[src/rtl/pss_pkg.sv]
package pss_pkg;
  localparam int CST_W    = 3;
  localparam int DEPTH_W  = 3;
  localparam int N_PINS   = 4;
  localparam int N_STATES = 6;

  localparam int PIN_STOP   = 0;
  localparam int PIN_SLEEP  = 1;
  localparam int PIN_DEEP   = 2;
  localparam int PIN_DEEPER = 3;

  typedef enum logic [2:0] {
    PS_NORMAL  = 3'd0,
    PS_STOPGNT = 3'd1,
    PS_SGSNOOP = 3'd2,
    PS_SLEEP   = 3'd3,
    PS_DEEP    = 3'd4,
    PS_DEEPER  = 3'd5
  } pstate_e;

  typedef logic [DEPTH_W-1:0] depth_t;

  // rung depth of each package state
  function automatic depth_t state_depth(input pstate_e s);
    case (s)
      PS_NORMAL:  return depth_t'(0);
      PS_STOPGNT: return depth_t'(1);
      PS_SGSNOOP: return depth_t'(1);
      PS_SLEEP:   return depth_t'(2);
      PS_DEEP:    return depth_t'(3);
      PS_DEEPER:  return depth_t'(4);
      default:    return depth_t'(0);
    endcase
  endfunction

  // deepest package rung a single core code permits
  function automatic depth_t core_depth(input logic [CST_W-1:0] c);
    if (c <= CST_W'(1)) return depth_t'(0);
    if (c == CST_W'(2)) return depth_t'(1);
    if (c == CST_W'(3)) return depth_t'(3);
    return depth_t'(4);
  endfunction

  function automatic logic [N_STATES-1:0] state_onehot(input pstate_e s);
    logic [N_STATES-1:0] v;
    v = '0;
    v[int'(s)] = 1'b1;
    return v;
  endfunction
endpackage

[src/rtl/pss_sync.sv]
module pss_sync #(
  parameter int              WIDTH   = 4,
  parameter int              STAGES  = 2,
  parameter logic [WIDTH-1:0] RST_VAL = '1
) (
  input  logic             clk,
  input  logic             rst_n,
  input  logic [WIDTH-1:0] d,
  output logic [WIDTH-1:0] q
);
  logic [WIDTH-1:0] stg [STAGES];

  always_ff @(posedge clk) begin
    if (!rst_n) stg[0] <= RST_VAL;
    else        stg[0] <= d;
  end

  for (genvar g = 1; g < STAGES; g++) begin : g_stage
    always_ff @(posedge clk) begin
      if (!rst_n) stg[g] <= RST_VAL;
      else        stg[g] <= stg[g-1];
    end
  end

  assign q = stg[STAGES-1];
endmodule

[src/rtl/pss_target.sv]
module pss_target
  import pss_pkg::*;
#(
  parameter int N_CORES = 2,
  parameter int CW      = CST_W
) (
  input  logic [N_CORES*CW-1:0] cst_flat,
  output depth_t                tgt_depth
);
  depth_t per_core [N_CORES];

  for (genvar g = 0; g < N_CORES; g++) begin : g_core
    assign per_core[g] = core_depth(cst_flat[g*CW +: CW]);
  end

  // the shallowest core bounds the package
  always_comb begin
    tgt_depth = per_core[0];
    for (int i = 1; i < N_CORES; i++) begin
      if (per_core[i] < tgt_depth) tgt_depth = per_core[i];
    end
  end
endmodule

[src/rtl/pss_fsm.sv]
module pss_fsm
  import pss_pkg::*;
(
  input  logic              clk,
  input  logic              rst_n,
  input  logic [N_PINS-1:0] pin_act,
  input  logic              snoop_req,
  input  logic              snoop_done,
  input  depth_t            tgt_depth,
  output pstate_e           st_q,
  output logic              ill_q
);
  pstate_e nxt;
  pstate_e cand;
  logic    want_down;
  logic    blocked;
  logic    blk_q;

  // pick state and any deeper candidate, then gate the candidate with the cap
  always_comb begin
    nxt       = st_q;
    cand      = st_q;
    want_down = 1'b0;
    case (st_q)
      PS_NORMAL: begin
        if (pin_act[PIN_STOP]) begin
          want_down = 1'b1;
          cand      = PS_STOPGNT;
        end
      end
      PS_STOPGNT: begin
        if (!pin_act[PIN_STOP])   nxt = PS_NORMAL;
        else if (snoop_req)       nxt = PS_SGSNOOP;
        else if (pin_act[PIN_SLEEP]) begin
          want_down = 1'b1;
          cand      = PS_SLEEP;
        end
      end
      PS_SGSNOOP: begin
        if (snoop_done) nxt = PS_STOPGNT;
      end
      PS_SLEEP: begin
        if (!pin_act[PIN_SLEEP]) nxt = PS_STOPGNT;
        else if (pin_act[PIN_DEEP]) begin
          want_down = 1'b1;
          cand      = PS_DEEP;
        end
      end
      PS_DEEP: begin
        if (!pin_act[PIN_DEEP]) nxt = PS_SLEEP;
        else if (pin_act[PIN_DEEPER]) begin
          want_down = 1'b1;
          cand      = PS_DEEPER;
        end
      end
      PS_DEEPER: begin
        if (!pin_act[PIN_DEEPER]) nxt = PS_DEEP;
      end
      default: nxt = PS_NORMAL;
    endcase
    blocked = want_down && (state_depth(cand) > tgt_depth);
    if (want_down && !blocked) nxt = cand;
  end

  always_ff @(posedge clk) begin
    if (!rst_n) begin
      st_q  <= PS_NORMAL;
      blk_q <= 1'b0;
      ill_q <= 1'b0;
    end else begin
      st_q  <= nxt;
      blk_q <= blocked;
      ill_q <= blocked && !blk_q;
    end
  end

  // never more than one rung per edge
  p_one_rung_r11: assert property (@(posedge clk) disable iff (!rst_n)
    (int'(state_depth(st_q)) <= int'(state_depth($past(st_q))) + 1) &&
    (int'(state_depth($past(st_q))) <= int'(state_depth(st_q)) + 1));

  // a deeper rung is only reached within the cap seen at that edge
  p_cap_r8: assert property (@(posedge clk) disable iff (!rst_n)
    (state_depth(st_q) > state_depth($past(st_q))) |->
    (state_depth(st_q) <= $past(tgt_depth)));

  // a refusal leaves the state where it was, and lasts one cycle
  p_refuse_hold_r9: assert property (@(posedge clk) disable iff (!rst_n)
    ill_q |-> (st_q == $past(st_q)));
  p_refuse_pulse_r9: assert property (@(posedge clk) disable iff (!rst_n)
    ill_q |=> !ill_q);

  // snoop service holds until done
  p_snoop_wait_r7: assert property (@(posedge clk) disable iff (!rst_n)
    (st_q == PS_SGSNOOP && !snoop_done) |=> (st_q == PS_SGSNOOP));

  // stop-clock release always wins in Stop-Grant
  p_stop_release_r3: assert property (@(posedge clk) disable iff (!rst_n)
    (st_q == PS_STOPGNT && !pin_act[PIN_STOP]) |=> (st_q == PS_NORMAL));
endmodule

[src/rtl/pkg_sleep_seq.sv]
module pkg_sleep_seq
  import pss_pkg::*;
#(
  parameter int N_CORES     = 2,
  parameter int CW          = CST_W,
  parameter int SYNC_STAGES = 2
) (
  input  logic                  clk,
  input  logic                  rst_n,
  input  logic                  stop_req_n,
  input  logic                  sleep_req_n,
  input  logic                  deep_req_n,
  input  logic                  deeper_req_n,
  input  logic                  snoop_req,
  input  logic                  snoop_done,
  input  logic [N_CORES*CW-1:0] core_cst,
  output logic [N_STATES-1:0]   pkg_state,
  output logic                  target_ok,
  output logic                  illegal_req
);
  logic [N_PINS-1:0] raw_n;
  logic [N_PINS-1:0] sync_n;
  logic [N_PINS-1:0] pin_act;
  depth_t            tgt_depth;
  pstate_e           st_q;

  assign raw_n[PIN_STOP]   = stop_req_n;
  assign raw_n[PIN_SLEEP]  = sleep_req_n;
  assign raw_n[PIN_DEEP]   = deep_req_n;
  assign raw_n[PIN_DEEPER] = deeper_req_n;

  pss_sync #(.WIDTH(N_PINS), .STAGES(SYNC_STAGES), .RST_VAL('1)) u_sync (
    .clk  (clk),
    .rst_n(rst_n),
    .d    (raw_n),
    .q    (sync_n)
  );

  assign pin_act = ~sync_n;

  pss_target #(.N_CORES(N_CORES), .CW(CW)) u_target (
    .cst_flat (core_cst),
    .tgt_depth(tgt_depth)
  );

  pss_fsm u_fsm (
    .clk       (clk),
    .rst_n     (rst_n),
    .pin_act   (pin_act),
    .snoop_req (snoop_req),
    .snoop_done(snoop_done),
    .tgt_depth (tgt_depth),
    .st_q      (st_q),
    .ill_q     (illegal_req)
  );

  assign pkg_state = state_onehot(st_q);
  assign target_ok = (state_depth(st_q) <= tgt_depth);

  // exactly one state bit at all times after reset
  p_onehot_r10: assert property (@(posedge clk) disable iff (!rst_n)
    $countones(pkg_state) == 1);

  // the first edge out of reset starts from Normal
  p_reset_normal_r1: assert property (@(posedge clk)
    !rst_n |=> (pkg_state == 6'b000001 && !illegal_req));
endmodule

[config.mk]
export PLATFORM = sky130hd
export DESIGN_NAME = pkg_sleep_seq
export DESIGN_NICKNAME = d
export VERILOG_FILES = /design/src/rtl/pss_pkg.sv /design/src/rtl/pss_sync.sv /design/src/rtl/pss_target.sv /design/src/rtl/pss_fsm.sv /design/src/rtl/pkg_sleep_seq.sv
export SDC_FILE = /design/constraint.sdc
export NUM_CORES = 1
export LEC_CHECK = 0
export CELL_PAD_IN_SITES_DETAIL_PLACEMENT = 1
export CELL_PAD_IN_SITES_GLOBAL_PLACEMENT = 1
export CORE_MARGIN = 2
export CORE_UTILIZATION = 44
export DETAILED_ROUTE_END_ITERATION = 6
export DONT_BUFFER_PORTS = 1
export GPL_TIMING_DRIVEN = 0
export PLACE_DENSITY_LB_ADDON = 0.1
export SETUP_SLACK_MARGIN = 0.4
export SYNTH_ARGS = -nofsm -noshare
export SYNTH_HDL_FRONTEND = slang
export SYNTH_SLANG_ARGS = --single-unit
[constraint.sdc]
create_clock -name clk -period 3.6 [get_ports clk]
set_input_delay 0.72 -clock clk [delete_from_list [all_inputs] [get_ports clk]]
set_output_delay 0.72 -clock clk [all_outputs]
set_load 0.1 [all_outputs]
==> results of run 1 <==
[cell type report]
class / instances / area, sq um / area share
clock buffers: 3 / 22.52 / 0.01639
clock inverters: 1 / 5.005 / 0.003643
flip-flops and latches: 13 / 260.3 / 0.1894
plain buffers: 6 / 26.28 / 0.01913
repair buffers: 19 / 162.7 / 0.1184
inverters: 9 / 33.78 / 0.02459
multi-input cells: 89 / 829.5 / 0.6038
well taps: 27 / 33.78 / 0.02459
[layout by cell type, fill, tap and decap left out, types with 2 or more instances in the layout]
cell type,Yosys,routed
buf_4,0,16
dfxtp_1,13,13
nand2b_1,13,12
inv_1,9,9
nor2_1,12,9
ha_1,9,5
a21oi_1,5,4
ha_4,0,4
clkbuf_1,3,3
buf_2,3,3
nor3_4,1,3
nor2b_1,5,3
nand2_1,5,3
o21ai_0,7,3
nand3_1,3,3
clkbuf_4,0,3
nor3_1,4,2
o31ai_1,2,2
a21oi_2,1,2
nor2_4,0,2
nor2b_4,0,2
o21ai_4,0,2
o22ai_1,2,2
o211a_1,2,2
[sequential cells by signal, indices dropped and copies added (netlist names)]
signal	cells
u_sync.stg	8
u_fsm.st_q	3
u_fsm.blk_q	1
u_fsm.ill_q	1
[report_power, final]
| part | internal (mW) | switching [mW] |
|---|---|---|
| clock | 0.0412 | 0.0525 |
| sequential | 0.151 | 0.0111 |
| combinational | 0.0853 | 0.147 |
| total | 0.277 | 0.211 |
[timing repair]
item | CTS | global route
resized for setup | 6 | 21
setup endpoints to repair | 4 | 6
pin swaps | 8 | 12
buffers inserted | 11 | 6
hold buffers | 0 | 0
[cell families (layout without fill, tap and decap cells)]
group	count (synthesis)	after routing	share of synthesized area
and+or+nand+nor	48	48	0.2970
AOI/OAI and AO/OA	29	29	0.2117
buffers and inverters	15	38	0.06391
DFF	13	13	0.2770
adders and majority gates	9	9	0.1198
muxes	2	2	0.02131
xor gates and xnor gates	1	1	0.009323
[worst max path at each step]
stage               cells past startpoint         from        end  slack [ns]
floorplan                              11  core_cst[5]  target_ok       -0.02
global placement                       11  core_cst[5]  target_ok       -0.18
detailed placement                     11  core_cst[1]  target_ok       -0.24
CTS                                    11  core_cst[5]  target_ok       -0.10
global route                           11  core_cst[1]  target_ok       -0.23
finish                                 11  core_cst[1]  target_ok       -0.17
[through the flow]
| stage | hold WS (ns) | power [mW] | instance area [sq um] | setup TNS, ns | instances |
|---|---|---|---|---|---|
| final | 0.4227 | 0.4879 | 1374 | -0.1694 | 167 |
| after global routing | 0.4348 | 0.5066 | 1374 | -0.3999 | 167 |
| after CTS | 0.4034 | 0.4250 | 1210 | -0.1006 | 161 |
| after detailed placement | 0.3832 | 0.3227 | 1072 | -0.2409 | 146 |
| after global placement | 0.3797 | 0.3108 | 1020 | -0.1814 | 144 |
| after floorplan | 0.3674 | 0.2969 | 985.9 | -0.02269 | 117 |
[critical path, stage by stage]
cell	delay [ns]
nor2b_4	0.14
nand2_2	0.10
ha_4	0.26
a21boi_4	0.18
o21ai_4	0.09
buf_4	0.14
a31oi_4	0.21
ha_4	0.24
nor2b_4	0.12
o21a_1	0.23
o21ai_4	0.60
[metal layers]
metal / up-vias / share of wire / track usage
met5: - / 0 / 0
met4: 0 / 0.023 / 0.04167
met3: 10 / 0.047 / 0.01488
met2: 56 / 0.53 / 0.3882
met1: 500 / 0.40 / 0.2710
li1: 453 / - / -
==> run_results.csv, run 1 <==
group,metric,value,unit
status,status,"finished, violations left",
status,violations,"setup timing",
clock_tree,cts.reportedPaths.clkPinSlew,0.09,ns
grt,grt_overflow,0,
setup_path,start_kind,"input pin",
logic_synthesis,synth_warnings,0,
grt,grt.total_usage,0.2120,
power,power_per_cell_area,355.1,nW/um^2
sta,worst_slack,-0.1694,ns
floorplan,fp-row-count,16,
routing,vias,1019,
power,ir_worst_vdd,317.3,uV
layout,layout-drive-gt1-share,0.3786,
power,p_leak,0.6340,nW
clock_tree,cts_inserted_buffers,3,
sta,final.setup_skew,0.002643,ns
logic_synthesis,ys_types,34,
sta,slew_headroom,0.2930,
placement,pre_cts_ws,-0.2409,ns
logic_synthesis,synth_commonest_cells,"dfxtp_1, nand2b_1, nor2_1",
min_path,hold_class,"flip-flop to flip-flop",
setup_path,reg2reg_slack,0.54,ns
logic_synthesis,yosysTopAreaCellShare,0.2770,
floorplan,core,1982,sq um
setup_path,reg2reg_depth,10,
min_path,min_from,"u_sync.stg[0][2]$_SDFF_PN1_",
clock_tree,cts_tree,"built",
sta,drv_slew,0,
sta,worst_slew_pin_slew,1.059,ns
logic_synthesis,yosysSeqAreaShare,0.2770,
layout,antenna_cells,0,
floorplan,start_util,0.4741,
placement,port_buffers,0,
layout,area_growth,46.21,%
sta,min_period_over_period,1.047,
logic_synthesis,synthesis.nets,140,
layout,nets,164,
setup_path,r2r-end,"u_fsm.st_q[2]$_SDFFE_PN0P_",
sta,hold_viol_final,0,
logic_synthesis,synthArstFlopShare,0,
routing,viasPerCell,6.102,
placement,dpl.hpwl,1681,um
grt,grt_max_degree,11,
routing,wirelength,3638,um
sta,fmax,0.2653,GHz
logic_synthesis,avgSynthCellArea,8.031,sq um
setup_path,reg2reg_from,"u_fsm.st_q[1]$_SDFFE_PN0P_",
setup_path,crit_path_end_kind,"output pin",
logic_synthesis,synth_area_leaders,"dfxtp_1, ha_1, nand2b_1",
logic_synthesis,ys.flop_type,"dfxtp_1",
layout,fillers,217,
setup_path,crit_arrival,3.05,ns
floorplan,die_h,50.21,um
grt,grt_pass1_wl,4105,um
routing,routedWlPerCell,21.78,um
min_path,whs_endpoint,"u_sync.stg[1][2]$_SDFF_PN1_",
routing,ant_nets,0,
sta,finalSetupViolations,1,
floorplan,io_pins,22,
routing,drt_first_pass_iters,4,
grt,antenna_found_initial,0,
logic_synthesis,synth_edf_count,0,
job,cap_violations,0,
clock_tree,clkSinkCount,13,
setup_path,cp_max_fo,3,
min_path,worstHoldPathCells,1,
clock_tree,insertion_delay,0.28,ns
routing,drc,0,
logic_synthesis,ys_ff_latch,13,
logic_synthesis,synthCells,117,
logic_synthesis,synth_area,939.7,sq um
floorplan,die_area,2521,sq um
placement,gp_congestion,0.8685,
floorplan,die_x,50.21,um
clock_tree,cts_root_buf,"clkbuf_4",
sta,min_period,3.769,ns
grt,grt_pass1_vias,889,
setup_path,path_class,"input pin to output pin",
logic_synthesis,synth_top_area_cell,"dfxtp_1",
layout,final_util,0.6932,
setup_path,worstPathRequired,2.88,ns
clock_tree,clockBufferDepth,2,
routing,drtIter0Drc,20,
clock_tree,htree_levels,1,
sta,rsz0062_at_grt,"true",
Power figures use the tool's default switching activity.
==> inputs of run 2 (changes only) <==
- PLACE_DENSITY_LB_ADDON: 0.1 -> 0.08
==> run 2 against run 1 <==
  * The flow still finishes with violations (setup timing)
  * Power down 11%
  * Routed wire length fell by 29%
  * Utilization is 6.2 points lower
==> run_results.csv, run 2 (synthesized netlist as in run 1, its figures left out) <==
group,metric,value,unit
layout,final_common_cell,"dfxtp_1",
sta,slew_headroom,0.2972,
placement,pre_cts_ws,-0.2554,ns
sta,rsz0062_at_grt,"true",
setup_path,crit_path_end_kind,"output pin",
clock_tree,cts_root_buf,"clkbuf_4",
setup_path,critPathLaunch,"core_cst[1]",
min_path,hold_class,"flip-flop to flip-flop",
layout,largest_reg_flops,8,
status,violations,"setup timing",
clock_tree,clockBufferDepth,2,
floorplan,die_area,2521,sq um
placement,port_buffers,0,
layout,layout_common_cells,"dfxtp_1, nand2b_1, inv_1, nor2_1",
floorplan,die_h,50.21,um
layout,nets,154,
routing,vias,858,
floorplan,core,1982,sq um
floorplan,die_x,50.21,um
power,power_per_cell_area,346.8,nW/um^2
sta,finalSetupViolations,1,
layout,top_register,"u_sync.stg",
setup_path,crit_arrival,2.98,ns
clock_tree,insertion_delay,0.27,ns
clock_tree,cts_tree,"built",
power,p_leak,0.5713,nW
layout,fillers,222,
sta,min_period,3.700,ns
setup_path,reg2reg_from,"u_fsm.st_q[1]$_SDFFE_PN0P_",
routing,viasPerCell,5.465,
layout,largestRegisters,"u_sync.stg x8, u_fsm.st_q x3",
floorplan,start_util,0.4741,
sta,hold_viol_final,0,
setup_path,reg2reg_depth,10,
min_path,worstHoldPathCells,1,
clock_tree,htree_levels,1,
clock_tree,clkSinkCount,13,
sta,finalSetupTns,-0.09957,ns
grt,antenna_found_initial,0,
setup_path,cp_max_fo,2,
layout,layout-drive-gt1-share,0.2923,
routing,routedWlPerCell,16.34,um
status,status,"finished, violations left",
sta,worst_slack,-0.09957,ns
sta,worst_slew_pin_slew,1.053,ns
min_path,min_from,"u_sync.stg[0][1]$_SDFF_PN1_",
setup_path,worstPathRequired,2.88,ns
sta,final.setup_skew,0.01071,ns
layout,antenna_cells,0,
power,ir_worst_vdd,236.6,uV
placement,placed_cells,146,
routing,ant_nets,0,
routing,drt_first_pass_iters,4,
floorplan,io_pins,22,
layout,area_growth,33.16,%
layout,final_util,0.6313,
grt,grt_overflow,0,
setup_path,start_kind,"input pin",
sta,drv_slew,0,
routing,drtIter0Drc,17,
sta,min_period_over_period,1.028,
layout,post_layout_nonfiller_instances,157,
clock_tree,cts_inserted_buffers,3,
clock_tree,cts.reportedPaths.clkPinSlew,0.08,ns
routing,drc,0,
placement,dpl.hpwl,1741,um
job,cap_violations,0,
placement,gp_congestion,0.8908,
grt,grt_max_degree,11,
grt,grt.total_usage,0.2095,
grt,grt_pass1_vias,884,
routing,wirelength,2566,um
setup_path,path_class,"input pin to output pin",
sta,fmax,0.2703,GHz
floorplan,fp-row-count,16,
grt,grt_pass1_wl,4050,um
run 2: cell types whose count changed in the layout (fill, tap and decap cells not counted), sizes merged:
cell,delta
buf,-10
clkbuf,+1
clkinv,-1
run 2: worst max-delay path: stages:
cell and delay (ns):
nor2b_4 0.14, nand2_2 0.09, ha_4 0.26, a21boi_4 0.19, o21ai_4 0.09, buf_6 0.13
a31oi_4 0.21, ha_4 0.24, nor2b_1 0.12, o21a_1 0.21, o21ai_4 0.58
run 2: per-layer routing:
metal,track usage,share of wire,wire [um],up-vias
met5,0,0,0,-
met3,0.01488,0.031,79,0
met4,0.04167,0,0,0
li1,-,-,-,428
met1,0.2822,0.42,1078,408
met2,0.3662,0.55,1408,22
run 2: report_power, final:
part | internal, mW | switching (mW)
Clock | 0.0428 | 0.0429
Combinational | 0.0628 | 0.125
Sequential | 0.151 | 0.00988
run 2: worst paths after layout:
check                           slack [ns]                     endpoint
worst min-delay path                  0.40  u_sync.stg[1][1]$_SDFF_PN1_
worst max register to register        0.71   u_fsm.st_q[1]$_SDFFE_PN0P_
worst max-delay path                  -0.1                    target_ok
worst min register to register        0.40  u_sync.stg[1][1]$_SDFF_PN1_
run 2: layout make-up:
cell class,count,area [sq um],share of cell area
Inverter,9,33.78,0.02700
Clock buffer,4,26.28,0.02100
Sequential cell,13,260.3,0.2080
Multi-Input combinational cell,89,783.3,0.6260
Buffer,6,26.28,0.02100
Timing Repair Buffer,9,87.58,0.07000
Tap cell,27,33.78,0.02700
run 2: repair_timing:
action / 4_1_cts / 5_1_grt
endpoints found under the setup margin: 3 / 1
pin swaps: 9 / 9
setup buffers: 5 / 2
gates resized for setup: 12 / 6
hold buffers: 0 / 0
run 2: metrics by stage:
stage	hold WS [ns]	total power [mW]	area, sq um
after floorplan	0.3674	0.2969	985.9
after global routing	0.4239	0.4579	1251
after detailed placement	0.3839	0.3238	1072
after CTS	0.3955	0.4203	1191
final	0.4014	0.4340	1251
after global placement	0.3756	0.3109	1020
==> inputs of run 3 (changes only) <==
- CELL_PAD_IN_SITES_DETAIL_PLACEMENT: 1 -> not set
- CELL_PAD_IN_SITES_GLOBAL_PLACEMENT: 1 -> not set
- CORE_UTILIZATION: 44 -> 45
- GPL_TIMING_DRIVEN: 0 -> not set
==> run 3 against run 2 <==
  * The run now ends clean
  * Global-route usage down 2.3 points
  * Clock skew shrank 0.0097 ns
  * Non-clock buffer count increased by 7
  * Register-to-register slack got worse by 0.02 ns
  * Power is 8.0% higher
  * First-iteration DRC count fell by 18%
  * Sequential power barely moved
  * Cell area increased by 7.7%
  * Count of clock-buffer cells in the layout fell by 1
  * Combinational power up 15%
  * Worst hold slack got worse by 0.010 ns
  * Flip-flop and latch count stayed put
  * Largest cell class unchanged
==> run_results.csv, run 3 (synthesized netlist as in run 1, its figures left out) <==
group,metric,value,unit
setup_path,crit_family,"compound AO/OA/AOI/OAI gates",
routing,drt_first_pass_iters,3,
routing,viasPerCell,5.256,
setup_path,reg2reg_from,"u_fsm.st_q[2]$_SDFFE_PN0P_",
setup_path,critPathLaunch,"core_cst[1]",
setup_path,slowest_stage,"ha_4",
grt,grt_overflow,0,
layout,top_register,"u_sync.stg",
sta,min_period_over_period,0.9520,
grt,grt_pass1_wl,3546,um
power,power_per_cell_area,347.6,nW/um^2
power,ir_worst_vdd,343.1,uV
job,cap_violations,0,
placement,dpl.hpwl,1483,um
routing,vias,862,
setup_path,crit_buf_inv,2,
layout,layout_common_cells,"buf_4, dfxtp_1, nand2b_1, inv_1, nor2_1",
clock_tree,cts.reportedPaths.clkPinSlew,0.08,ns
layout,antenna_cells,0,
min_path,hold_class,"flip-flop to flip-flop",
layout,area_growth,43.41,%
power,p_leak,0.6263,nW
layout,largestRegisters,"u_sync.stg x8, u_fsm.st_q x3",
floorplan,core,1962,sq um
status,status,"completed",
routing,routedWlPerCell,13.95,um
grt,grt_pass1_vias,785,
setup_path,crit_path_end_kind,"output pin",
sta,final.setup_skew,0.001047,ns
layout,largest_reg_flops,8,
grt,antenna_found_initial,0,
placement,port_buffers,0,
sta,finalSetupViolations,0,
setup_path,worstPathRequired,2.88,ns
clock_tree,insertion_delay,0.27,ns
setup_path,start_kind,"input pin",
grt,grt_max_degree,16,
sta,fmax,0.2918,GHz
setup_path,reg2reg_slack,0.69,ns
clock_tree,cts_tree,"built",
setup_path,crit_arrival,2.71,ns
floorplan,die_x,49.70,um
clock_tree,postCtsHoldBufs,0,
placement,placed_area,1080,sq um
routing,drc,0,
clock_tree,htree_levels,1,
sta,worst_slew_pin_slew,1.007,ns
clock_tree,clkSinkCount,13,
routing,ant_nets,0,
placement,gp_congestion,0.8130,
floorplan,io_pins,22,
sta,hold_viol_final,0,
grt,grt.total_usage,0.1865,
floorplan,start_util,0.4790,
layout,nets,161,
min_path,min_from,"u_fsm.blk_q$_SDFF_PN0_",
layout,fillers,165,
sta,drv_slew,0,
setup_path,cp_max_fo,3,
routing,drtIter0Drc,14,
setup_path,critical_path.cell_chain,"nor2b_4 > nand2_4 > ha_4 > a21boi_4 > o21ai_4 > buf_4 > a31oi_4 > ha_4 > nor2b_1 > o21a_1 > o21ai_4 > buf_12",
placement,pre_cts_ws,0.06726,ns
floorplan,die_area,2470,sq um
sta,slew_headroom,0.3263,
clock_tree,clockBufferDepth,2,
layout,layout-drive-gt1-share,0.3942,
routing,wirelength,2288,um
floorplan,fp-row-count,16,
clock_tree,cts_inserted_buffers,3,
clock_tree,cts_root_buf,"clkbuf_4",
layout,final_util,0.6869,
setup_path,path_class,"input pin to output pin",
layout,final_common_cell,"buf_4",
sta,rsz0062_at_grt,"true",
layout,final_area,1348,sq um
floorplan,die_h,49.70,um
setup_path,cpPeakStageDelay,0.25,ns
sta,min_period,3.427,ns
sta,worst_slack,0.1727,ns
[run 3: cell count changes in the layout (fill, tap and decap cells not counted), sizes merged]
cell / change
buf: +10
clkbuf: -4
clkinv: +1
[run 3: final timing paths]
| kind | depth (start not counted) | end |
|---|---|---|
| max | 12 | target_ok |
| min | 1 | u_fsm.ill_q$_SDFF_PN0_ |
| max reg2reg | 11 | u_fsm.st_q[1]$_SDFFE_PN0P_ |
| min reg2reg | 1 | u_fsm.ill_q$_SDFF_PN0_ |
[run 3: stage by stage]
stage	total power [mW]	TNS, ns	std cells	hold WS [ns]
after CTS	0.4358	0	160	0.3915
after global placement	0.3298	0	145	0.3863
after global routing	0.4972	0	164	0.4036
after floorplan	0.2969	-0.02269	117	0.3674
after detailed placement	0.3326	0	145	0.3793
final	0.4685	0	164	0.3912
[run 3: power by group]
group / switching (mW) / internal (mW)
Combinational: 0.130 / 0.0864
Clock: 0.0483 / 0.0412
Sequential: 0.0115 / 0.151
Total: 0.190 / 0.278
[run 3: worst register-to-register path: stages (launching register included)]
cell and delay, ns:
dfxtp_1 0.74, nand3b_4 0.29, nor3_4 0.07, or2_2 0.30, o22a_1 0.17, o21ai_0 0.21, ha_1 0.19, inv_1 0.07
a211oi_4 0.31, o22ai_4 0.13, buf_4 0.15, o211a_1 0.19
[run 3: area by class of cell]
cell class	count	area (sq um)	area share
clock buffer	3	22.52	0.01671
clock inverter	1	5.005	0.003714
inverter	9	33.78	0.02507
multi-input combinational	89	810.8	0.6017
sequential	13	260.3	0.1931
tap	27	33.78	0.02507
timing repair buffer	22	181.4	0.1346
[run 3: timing repair]
| action | CTS | global route |
|---|---|---|
| setup buffers | 11 | 4 |
| pin swaps | 8 | 12 |
| gates resized for setup | 5 | 19 |
| setup endpoints to repair | 1 | 5 |
[run 3: per-layer routing]
layer | up-vias | share of wire | GRT usage
met1 | 402 | 0.44 | 0.2420
met2 | 14 | 0.51 | 0.3044
met5 | - | 0 | 0
met4 | 0 | 0.010 | 0.02778
met3 | 2 | 0.032 | 0.06364
li1 | 444 | - | -
